===== src/rtl/lane_align_pkg.sv =====
package lane_align_pkg;

    localparam int XLEN   = 64;
    localparam int LANES  = XLEN / 8;
    localparam int LANE_W = $clog2(LANES);

    typedef enum logic [1:0] {
        SZ_BYTE = 2'd0,
        SZ_HALF = 2'd1,
        SZ_WORD = 2'd2,
        SZ_DBL  = 2'd3
    } acc_size_e;

    // Registered access-side result
    typedef struct packed {
        logic [XLEN-1:0]  eff;
        logic [XLEN-1:0]  line;
        logic [LANES-1:0] strobe;
        logic [XLEN-1:0]  wdata;
        logic             misal;
    } st_beat_t;

    // Number of bytes touched by a size code
    function automatic int size_bytes(input logic [1:0] sz);
        return 1 << sz;
    endfunction

    // Low-bit mask that must be clear for natural alignment
    function automatic logic [LANE_W-1:0] lane_mask(input logic [1:0] sz);
        return LANE_W'(size_bytes(sz) - 1);
    endfunction

    // Keep the low bytes named by sz and fill the rest with zero or the sign bit
    function automatic logic [XLEN-1:0] extend_lanes(
        input logic [XLEN-1:0] v,
        input logic [1:0]      sz,
        input logic            uns
    );
        logic [XLEN-1:0] r;
        logic            fill;
        int              top;
        top = size_bytes(sz) * 8;
        case (acc_size_e'(sz))
            SZ_BYTE: fill = v[7];
            SZ_HALF: fill = v[15];
            SZ_WORD: fill = v[31];
            default: fill = v[XLEN-1];
        endcase
        if (uns) fill = 1'b0;
        for (int i = 0; i < XLEN; i++) begin
            r[i] = (i < top) ? v[i] : fill;
        end
        return r;
    endfunction

endpackage


===== src/rtl/lane_addr_gen.sv =====
module lane_addr_gen
    import lane_align_pkg::*;
#(
    parameter int IMM_W = 12
) (
    input  logic [XLEN-1:0]   base,
    input  logic [IMM_W-1:0]  offset,
    input  logic [1:0]        size,
    output logic [XLEN-1:0]   eff,
    output logic [XLEN-1:0]   line,
    output logic [LANE_W-1:0] lane,
    output logic              misal
);

    localparam int EXT_W = XLEN - IMM_W;

    logic [XLEN-1:0] off_ext;

    assign off_ext = {{EXT_W{offset[IMM_W-1]}}, offset};
    assign eff     = base + off_ext;
    assign lane    = eff[LANE_W-1:0];
    assign line    = {eff[XLEN-1:LANE_W], {LANE_W{1'b0}}};
    assign misal   = (lane & lane_mask(size)) != '0;

endmodule


===== src/rtl/lane_store_steer.sv =====
module lane_store_steer
    import lane_align_pkg::*;
(
    input  logic [XLEN-1:0]   data,
    input  logic [1:0]        size,
    input  logic [LANE_W-1:0] lane,
    input  logic              misal,
    output logic [LANES-1:0]  strobe,
    output logic [XLEN-1:0]   wdata
);

    logic [LANE_W-1:0] rep_mask;
    logic [LANE_W:0]   span;
    logic [LANE_W:0]   first;
    logic [LANE_W:0]   limit;

    assign rep_mask = lane_mask(size);
    assign span     = (LANE_W + 1)'(size_bytes(size));
    assign first    = {1'b0, lane};
    assign limit    = first + span;

    for (genvar g = 0; g < LANES; g++) begin : g_lane
        localparam logic [LANE_W:0] POS = (LANE_W + 1)'(g);
        logic [LANE_W-1:0] src;

        // lane g repeats source byte (g mod n)
        assign src = LANE_W'(g) & rep_mask;
        assign wdata[g*8 +: 8] = data[src*8 +: 8];

        assign strobe[g] = !misal && (first <= POS) && (POS < limit);
    end

endmodule


===== src/rtl/lane_load_extract.sv =====
module lane_load_extract
    import lane_align_pkg::*;
(
    input  logic [XLEN-1:0]   word,
    input  logic [LANE_W-1:0] lane,
    input  logic [1:0]        size,
    input  logic              uns,
    output logic [XLEN-1:0]   result
);

    logic [XLEN-1:0] shifted;

    for (genvar g = 0; g < LANES; g++) begin : g_pick
        logic [LANE_W:0] src;
        assign src = {1'b0, lane} + (LANE_W + 1)'(g);
        assign shifted[g*8 +: 8] = src[LANE_W] ? 8'h00
                                               : word[src[LANE_W-1:0]*8 +: 8];
    end

    assign result = extend_lanes(shifted, size, uns);

endmodule


===== src/rtl/mem_lane_align.sv =====
module mem_lane_align
    import lane_align_pkg::*;
#(
    parameter int IMM_W = 12
) (
    input  logic              clk,
    input  logic              rst,
    input  logic [XLEN-1:0]   acc_base,
    input  logic [IMM_W-1:0]  acc_offset,
    input  logic [1:0]        acc_size,
    input  logic [XLEN-1:0]   acc_wdata,
    output logic [XLEN-1:0]   eff_addr,
    output logic [XLEN-1:0]   line_addr,
    output logic [LANES-1:0]  byte_en,
    output logic [XLEN-1:0]   wr_data,
    output logic              misaligned,
    input  logic [XLEN-1:0]   ld_word,
    input  logic [LANE_W-1:0] ld_lane,
    input  logic [1:0]        ld_size,
    input  logic              ld_unsigned,
    output logic [XLEN-1:0]   ld_result
);

    st_beat_t          st_d, st_q;
    logic [LANE_W-1:0] acc_lane;
    logic [XLEN-1:0]   ld_d, ld_q;

    lane_addr_gen #(.IMM_W(IMM_W)) u_addr (
        .base   (acc_base),
        .offset (acc_offset),
        .size   (acc_size),
        .eff    (st_d.eff),
        .line   (st_d.line),
        .lane   (acc_lane),
        .misal  (st_d.misal)
    );

    lane_store_steer u_steer (
        .data   (acc_wdata),
        .size   (acc_size),
        .lane   (acc_lane),
        .misal  (st_d.misal),
        .strobe (st_d.strobe),
        .wdata  (st_d.wdata)
    );

    lane_load_extract u_extract (
        .word   (ld_word),
        .lane   (ld_lane),
        .size   (ld_size),
        .uns    (ld_unsigned),
        .result (ld_d)
    );

    always_ff @(posedge clk) begin
        if (rst) begin
            st_q <= '0;
            ld_q <= '0;
        end else begin
            st_q <= st_d;
            ld_q <= ld_d;
        end
    end

    assign eff_addr   = st_q.eff;
    assign line_addr  = st_q.line;
    assign byte_en    = st_q.strobe;
    assign wr_data    = st_q.wdata;
    assign misaligned = st_q.misal;
    assign ld_result  = ld_q;

endmodule


===== config.mk =====
export PLATFORM = sky130hd
export DESIGN_NAME = mem_lane_align
export DESIGN_NICKNAME = d
export VERILOG_FILES = /design/src/rtl/lane_align_pkg.sv /design/src/rtl/lane_addr_gen.sv /design/src/rtl/lane_store_steer.sv /design/src/rtl/lane_load_extract.sv /design/src/rtl/mem_lane_align.sv
export SDC_FILE = /design/constraint.sdc
export NUM_CORES = 1
export LEC_CHECK = 0
export BUFFER_PORTS_ARGS = -buffer_cell sky130_fd_sc_hd__buf_2
export CELL_PAD_IN_SITES_DETAIL_PLACEMENT = 0
export CELL_PAD_IN_SITES_GLOBAL_PLACEMENT = 2
export CORE_ASPECT_RATIO = 1.1
export CORE_MARGIN = 2
export CORE_UTILIZATION = 31
export CTS_BUF_LIST = sky130_fd_sc_hd__clkbuf_4
export DETAILED_ROUTE_END_ITERATION = 8
export GPL_ROUTABILITY_DRIVEN = 0
export PLACE_DENSITY = 0.95
export SLEW_MARGIN = 40
export SYNTH_ARGS = -nofsm -noshare
export SYNTH_HDL_FRONTEND = slang
export SYNTH_SLANG_ARGS = --single-unit

===== constraint.sdc =====
create_clock -name clk -period 11.25 [get_ports clk]
set_input_delay 1.6875 -clock clk [delete_from_list [all_inputs] [get_ports clk]]
set_output_delay 1.6875 -clock clk [all_outputs]
set_load 0.01 [all_outputs]

==> Yosys cells after proc, flatten, opt, wreduce, memory -nomap -nowiden <==
Cells that the tools add are included.
{ "classes": {"bitwise_logic": 1, "mux": 73, "order_cmp": 80, "n_reduce_logical": 19, "shift": 17, "n_addsub": 10, "n_eq_ne": 2} }
{ "ops": {"columns": ["cell", "n"], "rows": [
  ["$lt 7x32->1 const A", 32],
  ["$shiftx 64x7->8", 12],
  ["$lt 6x32->1 const A", 16],
  ["$lt 5x32->1 const A", 8],
  ["$lt 4x32->1 const A", 4],
  ["$shiftx 64x6->8", 2],
  ["$mux 1", 65],
  ["$add 64x64->64", 1],
  ["$lt 3x32->1 const A", 2],
  ["$shiftx 64x5->8", 1],
  ["$mux 8", 7],
  ["$lt 1x32->1 const A", 1],
  ["$lt 2x32->1 const A", 1],
  ["$shl 1x2->29 const A", 1],
  ["$add 3x3->4 const B", 4],
  ["$logic_and 1x1->1", 16],
  ["$lt 3x4->1 const A", 4],
  ["$le 3x3->1 const B", 4],
  ["$add 3x2->4 const B", 2],
  ["$lt 1x4->1 const A", 2],
  ["$lt 2x4->1 const A", 2],
  ["$le 3x1->1 const B", 2],
  ["$le 3x2->1 const B", 2],
  ["$add 3x1->4 const B", 1],
  ["other kinds (10)", 10]
]} }
{ "totals": {"in_bits": 214, "output_inout_bits": 265, "ff_bits": 265, "wordCells": 209} }

==> Longest topological paths before layout <==
Gate-level depths: netlist of the first run.
{ "logic_depth": {"word_depth": 7, "ltp_mapped": 14, "depth_no_buf": 11} }

==> Hierarchy <==
Synthesis of the first run repeated with hierarchy kept, for this count alone.
{ "hier_totals": {"hier_cells": 1614, "hier_area_um2": 15790.1} }
{ "modules_own_cells": {"columns": ["mod", "area_per_inst_um2", "cells_per_inst", "instances"], "rows": [
  ["mem_lane_align", 7106.8, 559, 1],
  ["lane_addr_gen", 4428.0, 651, 1],
  ["lane_load_extract", 2841.5, 265, 1],
  ["lane_store_steer", 1413.9, 139, 1]
]} }

==> Least setup slack after synthesis of the first run <==
OpenSTA, ideal clock, no wires.
{ "synth_path": {"path_type": "input port to flip-flop", "from": "in ld_lane[1]", "to": "reg ld_q[28], in the netlist ld_result[28]", "cell_stages": 13, "t_required_ns": 11.117, "path_slack_ns": 6.152, "path_buffers": 6, "setup_time_ns": 0.133, "arrival_ns": 4.965, "path_cell_list": "clkbuf_1 > clkbuf_1 > buf_1 > inv_1 > ha_1 > buf_1 > clkbuf_1 > buf_2 > mux4_2 > nand2_1 > nand2_1 > nand2_1 > a21oi_1"} }
{ "synth_between": {"elab_chain_len": 6, "word_cells_on_any_way": 13} }
{ "synth_lines": {"columns": ["element", "line_no", "rtl"], "rows": [
  ["start, declared", "mem_lane_align.sv:18", "input logic [LANE_W-1:0] ld_lane,"],
  ["$add 3x3->4, or another cell as far along", "lane_load_extract.sv:15", "assign src = {1'b0, lane} + (LANE_W + 1)'(g);"],
  ["$shiftx 64x7->8", "lane_load_extract.sv:17", ": word[src[LANE_W-1:0]*8 +: 8];"],
  ["$mux 8", "lane_load_extract.sv:16", "assign shifted[g*8 +: 8] = src[LANE_W] ? 8'h00"],
  ["$pmux 1 s3", "lane_align_pkg.sv:43", "case (acc_size_e'(sz))"],
  ["$mux 1", "lane_align_pkg.sv:49", "if (uns) fill = 1'b0;"],
  ["$mux 1 (*)", "lane_align_pkg.sv:51", "r[i] = (i < top) ? v[i] : fill;"],
  ["end signal, assigned", "mem_lane_align.sv:61", "ld_q <= ld_d;"],
  ["end, declared", "mem_lane_align.sv:26", "logic [XLEN-1:0] ld_d, ld_q;"]
]} }
Mark *: on every way between the ends. The rest lies on a longest branch, timed or not.
A chain may end at the register's enable or synchronous reset.

==> Worst setup path in the final report of the first run <==
{ "layout_path": {"from": "in ld_lane[1]", "to": "reg ld_q[39], in the netlist ld_result[39]"} }
Same word-level chain as after synthesis.

==> summary.txt, run 1 <==
Global route
  • Overall Global Routing Usage: 20.8%
  • Initial antenna violation count: 7
  • Pin count of the biggest net entering global routing: 115
  • Vias in the first global route: 12263
  • First-pass GRT wire length: approximately 70000 um
  • Gr ovfl total: 0

Run
  • Max-capacitance violation count: 0

STA
  • Final Hold Fails: 0
  • Setup ws final: approximately 6.4 ns
  • Min Tclk post-route: 4.85 ns
  • Worst Tran Pin Value: 0.810 ns
  • Setup TNS: 0 ns
  • Worst hold slack: 1.15 ns
  • Max Slew Vio Count: 0
  • Fin crit share: 43.1%
  • RSZ-0062 raised after global routing: no
  • Final setup viols: 0
  • Rel. slew slack: 46.0%
  • F_max: 206 MHz

Clocking
  • Worst-path clk slew: 0.06 ns
  • Deepest clock path buffer count: 3
  • Cts repair resizes: 0
  • Root Buffer: clkbuf_4
  • Hold_buf cts: 0
  • Setup bufs post-CTS: 0
  • CTS buffer count: 56
  • CTS tree: done
  • Clock Sinks: ~200
  • Htree depth: 2

Setup path
  • Worst EP arrival: about 5.5 ns
  • Required time worst endpoint: ~12 ns
  • Worst setup path class: in2reg
  • Crit-path max FO: 36
  • Setup crit end kind: flop
  • Crit start category: input port

Yosys
  • Post-synth top flop: dfxtp_1
  • Post-synthesis sequential area ratio: 31.0%
  • Synth area leader: dfxtp_1
  • Synthesized area: 0.0130 sq mm
  • Number of flops mapped to enable cells by yosys: 0
  • Syn. warnings: 0
  • Post-synth ARST share: 0%
  • Post-synthesis mux area share: roughly 16%
  • Area contributors post-synth: dfxtp_1, mux4_2, nand2_1
  • Mean Syn Cell Area: 8.59 sq um
  • Distinct cell type count after synthesis: 68
  • Area share of the largest cell type after synthesis: 31.0%
  • Post-Synth Adder-Cell Area: 7.35%
  • Yosys reg bits: ~200
  • Simple-gate portion of the synthesized area: 16.2%
  • Synth Area in XOR/XNOR: 3.85%
  • Synthesized instance count: approximately 1500
  • Compound-gate portion of the synthesized area: 17.9%
  • Main combinational cell family by area after synthesis: compound AO/OA/AOI/OAI gates

Finish
  • Fraction of layout cells with a size suffix above 1: 35.2%
  • Area grow syn2layout: 24.1%
  • Non-filler cells, final: 2507
  • Nets: 2195

Route
  • Wirelength per Cell: 18.7 um
  • Pre-antenna DRT Iters: 6
  • Total wire length: 47000 um
  • Vias per cell: between 5 and 6
  • DRC violations left: 0
  • Via count: 12807
  • Initial DRC count: 607
  • Post-route antenna net violation count: 0

Floorplan
  • Die ar.: between 0.04 and 0.05 sq mm
  • Initial Util: between 30% and 40%
  • Core region area: 0.0413 sq mm
  • Die Ht: approximately 220 um
  • Die Wd: 199 um
  • # IOs: 479
  • Row cnt: 78

Power
  • Power per cell area: 137 mW/mm^2
  • Static leakage: 7.76 nW
  • VDD IR max: 0.0860 mV

Outcome
  • Status: completed

Place
  • Place WS: between 5 and 6 ns
  • Post-DP HPWL: 37400 um
  • Placed insts: 2408
  • Number of port buffers: 475

Min path
  • Hold crit path type: in2reg
==> power breakdown <==
group	switching (mW)	internal [mW]	total, mW
Combinational	0.409	0.293	0.702
Sequential	0.0296	0.780	0.810
Clock	0.327	0.364	0.691
Total	0.766	1.44	2.20
==> worst max-delay path: stages <==
cell	delay, ns
buf_2	0.07
buf_4	0.40
inv_1	0.16
ha_1	0.31
buf_4	0.42
mux4_2	0.31
nand2_1	0.06
a221oi_1	0.32
nor2_1	0.10
a311o_1	0.28
a31oi_1	0.32
nand2_1	0.47
buf_4	0.38
a21oi_1	0.16
==> layout make-up <==
type / count / area (sq um)
fill: 4315 / 25200
multi-input combinational: 1124 / 8020
sequential: 201 / 4020
timing repair buffer: 488 / 2500
tap: 560 / 701
clock buffer: 77 / 578
clock inverter: 19 / 144
inverter: 35 / 131
antenna: 3 / 7.51
==> path summary, 6_finish.rpt <==
check           from                       end  depth (start not counted)
max       ld_lane[1]  ld_result[39]$_SDFF_PP0_                         14
min    acc_wdata[31]    wr_data[31]$_SDFF_PP0_                          3
==> per-stage QoR <==
| step | total power [mW] | util (%) | area, sq um |
|---|---|---|---|
| 4_1_cts | 2.24 | 39.0 | 16100 |
| 3_5_place_dp | 1.53 | 37.2 | 15400 |
| 6_report | 2.20 | 39.0 | 16100 |
| 5_1_grt | 2.34 | 39.0 | 16100 |
| 3_3_place_gp | 1.52 | 37.1 | 15300 |
| 2_1_floorplan | 1.29 | - | 13000 |
==> kinds of logic after synthesis <==
kind of cell,after synthesis
simple gates,490
compound gates,372
flops,201
buf+inv,188
mux,127
fa+ha+maj,75
xor+xnor,57
other cells,1
==> cells in the mapped netlist, types with 21 or more instances <==
| master | n |
|---|---|
| mux4_2 | 64 |
| dfxtp_1 | 201 |
| nand4_1 | 21 |
| xnor2_1 | 35 |
| o21bai_1 | 23 |
| mux2i_1 | 31 |
| o21ai_0 | 42 |
| mux2_2 | 31 |
| buf_4 | 64 |
| xor2_1 | 22 |
| inv_1 | 33 |
| nand2_1 | 257 |
| nor2_1 | 118 |
| a21o_1 | 35 |
| clkbuf_1 | 68 |
| ha_1 | 73 |
| nor2b_1 | 26 |
| a21oi_1 | 181 |
==> cells in the final DEF, fill, tap and decap left out, types with 4 or more instances in the layout <==
cell type,netlist,layout
buf_4,64,13
o21a_1,11,11
nor3_1,14,14
a31oi_1,13,13
a21oi_1,181,181
clkinv_2,0,4
nor2b_1,26,26
ha_1,73,73
nor4_1,5,5
mux2_2,31,31
a211oi_1,15,15
xor2_1,22,21
clkbuf_4,0,77
xnor2_1,35,34
nand2b_1,5,5
o211ai_1,7,7
mux2i_1,31,31
inv_1,33,33
o21ai_0,42,42
o21bai_1,23,23
o31ai_1,4,4
nor2_1,118,118
nand2_1,257,257
and2_1,8,8
dfxtp_1,201,201
a21o_1,35,35
and3_1,12,12
clkinv_1,2,12
nand3_1,12,12
nand4_1,21,21
buf_2,10,473
or2_2,4,4
mux4_2,64,64
==> state kept, by name (all words and copies together), names as in the netlist <==
name / count
misaligned: 1
wr_data: 64
byte_en: 8
ld_result: 64
eff_addr: 64
==> routing by layer <==
metal / global-route usage [%] / part of all wire (%) / vias up
met4: 8.26 / 3.4 / 8
met5: 0 / 0.12 / -
met1: 24.1 / 39 / 5971
met2: 36.7 / 49 / 585
li1: - / - / 6144
met3: 5.09 / 8.3 / 99
(Power assumes the default switching activity.)
==> run 2: changes to the inputs <==
--- a/config.mk
+++ b/config.mk
@@ -10,11 +10,11 @@
 export CELL_PAD_IN_SITES_GLOBAL_PLACEMENT = 2
 export CORE_ASPECT_RATIO = 1.1
 export CORE_MARGIN = 2
-export CORE_UTILIZATION = 31
+export CORE_UTILIZATION = 29
 export CTS_BUF_LIST = sky130_fd_sc_hd__clkbuf_4
 export DETAILED_ROUTE_END_ITERATION = 8
 export GPL_ROUTABILITY_DRIVEN = 0
-export PLACE_DENSITY = 0.95
+export PLACE_DENSITY = 0.91
 export SLEW_MARGIN = 40
 export SYNTH_ARGS = -nofsm -noshare
 export SYNTH_HDL_FRONTEND = slang
==> constraint.sdc (replaced) <==
create_clock -name clk -period 4.5 [get_ports clk]
set_input_delay 0.675 -clock clk [delete_from_list [all_inputs] [get_ports clk]]
set_output_delay 0.675 -clock clk [all_outputs]
set_load 0.01 [all_outputs]
==> run 2 against run 1 <==
Against the previous run: core utilization decreased by 2.5 points; wire length grew 2.1%; die area up 6.8%; sequential cell count is the same; critical endpoint is now eff_addr[62]$_SDFF_PP0_; largest cell class unchanged; highest routed layer unchanged.
==> summary.txt, run 2 (synthesis results as in run 1) <==
Outcome
  • Status: completed (unchanged)

Place
  • Number of port buffers: 475 (unchanged)
  • Placed insts: 2438 (was 2408)
  • Place WS: 0.392 ns (was 5.72 ns)
  • Post-DP HPWL: 38000 um (was 37400 um)

Floorplan
  • Die ar.: 0.0465 sq mm (was 0.0435 sq mm)
  • Row cnt: 81 (was 78)
  • # IOs: 479 (unchanged)
  • Die Ht: 226 um (was 219 um)
  • Initial Util: 29.3% (was 31.4%)
  • Die Wd: 206 um (was 199 um)
  • Core region area: 0.0443 sq mm (was 0.0413 sq mm)

Route
  • Total wire length: 47900 um (was 47000 um)
  • Pre-antenna DRT Iters: 7 (was 6)
  • Via count: 12856 (was 12807)
  • Wirelength per Cell: 18.9 um (was 18.7 um)
  • Post-route antenna net violation count: 0 (unchanged)
  • Initial DRC count: 644 (was 607)
  • Vias per cell: 5.07 (was 5.11)
  • DRC violations left: 0 (unchanged)

Setup path
  • Required time worst endpoint: 5.12 ns (was 11.89 ns)
  • WP buf/inv: 1 (was 5)
  • Top cell by count, worst path: a211o_1 (was buf_4)
  • Crit start category: input port (unchanged)
  • Worst-path cell chain: buf_2 > ha_1 > fa_1 > a21o_1 > a221oi_4 > o221ai_2 > a2111oi_4 > a211o_1 > a21oi_1 > a211o_1 > a31oi_1 > mux2_2 (was buf_2 > buf_4 > inv_1 > ha_1 > buf_4 > mux4_2 > nand2_1 > a221oi_1 > nor2_1 > a311o_1 > a31oi_1 > nand2_1 > buf_4 > a21oi_1)
  • Worst setup path class: in2reg (unchanged)
  • Crit-path max FO: 4 (was 36)
  • Setup crit end kind: flop (unchanged)
  • Worst EP arrival: 3.97 ns (was 5.49 ns)
  • CP peak stage delay: 0.49 ns (was 0.47 ns)
  • Slowest CP cell: a2111oi_4 (was nand2_1)
  • Delay-heaviest family, CP: compound AO/OA/AOI/OAI gates (was buffers and inverters)

Power
  • Power, Total: 5.55 mW (was 2.20 mW)
  • Static leakage: 7.80 nW (was 7.76 nW)
  • Clock share of power: 31.7% (was 31.4%)
  • Comb power frac: 31.8% (was 31.9%)
  • Sw frac: 35.1% (was 34.8%)
  • Sequential power share: 36.5% (was 36.8%)
  • Power per cell area: 343 mW/mm^2 (was 137 mW/mm^2)
  • VDD IR max: 0.199 mV (was 0.0860 mV)
  • Sw power: 1.95 mW (was 0.766 mW)
  • Internal power: 3.60 mW (was 1.44 mW)

Finish
  • Commonest non-fill, non-tap cells in the layout: buf_2, nand2_1, dfxtp_1 (unchanged)
  • Filler cell count: 4679 (was 4315)
  • Fraction of layout cells with a size suffix above 1: 35.4% (was 35.2%)
  • Non-filler cells, final: 2536 (was 2507)
  • Nets: 2203 (was 2195)
  • Area grow syn2layout: 24.7% (was 24.1%)
  • Commonest non-fill, non-tap cell in the layout: buf_2 (unchanged)

Clocking
  • Root Buffer: clkbuf_4 (unchanged)
  • CTS tree: done (unchanged)
  • Htree depth: 2 (unchanged)
  • Setup bufs post-CTS: 0 (unchanged)
  • Deepest clock path buffer count: 3 (unchanged)
  • Hold_buf cts: 0 (unchanged)
  • CTS buffer count: 55 (was 56)
  • Clock Sinks: 201 (unchanged)
  • Cts repair resizes: 0 (unchanged)
  • Worst-path clk slew: 0.07 ns (was 0.06 ns)

Min path
  • Hold Path Depth: 3 (unchanged)
  • Hold Startpoint: acc_wdata[32] (was acc_wdata[31])
  • Hold Path End: wr_data[32]$_SDFF_PP0_ (was wr_data[31]$_SDFF_PP0_)
  • Hold crit path type: in2reg (unchanged)

Global route
  • Most used routing layer: met2 (unchanged)
  • First-pass GRT wire length: 70600 um (was 69600 um)
  • Vias in the first global route: 12528 (was 12263)
  • Pin count of the biggest net entering global routing: 108 (was 115)
  • Overall Global Routing Usage: 19.8% (was 20.8%)
  • Met1 Use GR: 23.6% (was 24.1%)
  • GRT met2 Usage: 33.9% (was 36.7%)
  • Initial antenna violation count: 6 (was 7)
  • Gr ovfl total: 0 (unchanged)
  • Met3 GRT Util: 4.68% (was 5.09%)

STA
  • RSZ-0062 raised after global routing: no (unchanged)
  • Setup ws final: 1.15 ns (was 6.40 ns)
  • Fin crit share: 74.5%
  • Max Slew Vio Count: 0 (unchanged)
  • F_max: 298 MHz
  • Final Hold Fails: 0 (unchanged)
  • Final setup viols: 0 (unchanged)
  • Worst Tran Pin Value: 0.741 ns (was 0.810 ns)
  • Rel. slew slack: 50.6% (was 46.0%)
  • Min Tclk post-route: 3.35 ns
  • Setup TNS: 0 ns (unchanged)

Run
  • Max-capacitance violation count: 0 (unchanged)
run 2: changes by cell type in the layout (fill, tap and decap cells not counted), sizes merged:
cell and delta:
clkinv +2, diode +2, inv -1, clkbuf -7, buf +10, clkinvlp +1
bufinv +1
run 2: through the flow:
step / hold slack [ns] / instance area, sq um / utilization (%)
after CTS: 0.0338 / 16200 / 36.5
after detailed placement: 0.923 / 15500 / 34.9
after global routing: 0.0389 / 16200 / 36.5
after floorplan: 0.803 / 13000 / -
after global placement: 0.923 / 15500 / 34.9
final: 0.128 / 16200 / 36.5
run 2: tightest hold or removal path, cell delays in order:
cell     delay [ns]
buf_2          0.10
nand2_1        0.05
a21oi_1        0.05
run 2: layout make-up:
cell class	instances	area [sq um]	area share (%)
Antenna cell	5	12.5	0.0773
Clock buffer	71	533	3.29
Clock inverter	22	181	1.12
Inverter	35	131	0.812
Multi-Input combinational cell	1124	8000	49.4
Sequential cell	201	4020	24.9
Tap cell	581	727	4.49
Timing Repair Buffer	497	2580	15.9
run 2: how the worst max path moves through the flow:
stage                   startpoint                        to  slack [ns]  depth (start not counted)
floorplan               ld_lane[1]  ld_result[28]$_SDFF_PP0_        0.41                         13
global placement       acc_base[0]   eff_addr[54]$_SDFF_PP0_        0.40                         12
detailed placement     acc_base[0]   eff_addr[54]$_SDFF_PP0_        0.39                         12
CTS                    acc_base[0]   eff_addr[62]$_SDFF_PP0_        1.23                         12
global route        acc_offset[11]   eff_addr[63]$_SDFF_PP0_        0.93                         12
finish                 acc_base[0]   eff_addr[62]$_SDFF_PP0_        1.15                         12
run 2: routing by layer:
metal	share of wire, %	vias to the layer above
li1	-	6147
met1	40	6005
met2	48	613
met3	8.3	89
met4	3.5	2
met5	0.023	-
run 2: power by group through the flow:
stage | combinational (mW) | sequential [mW] | clock, mW
floorplan | 1.10 | 2.13 | 0
detailed placement | 1.76 | 2.07 | 0
global placement | 1.76 | 2.06 | 0
finish | 1.77 | 2.03 | 1.76
global route | 1.93 | 2.04 | 1.94
CTS | 1.77 | 2.03 | 1.83
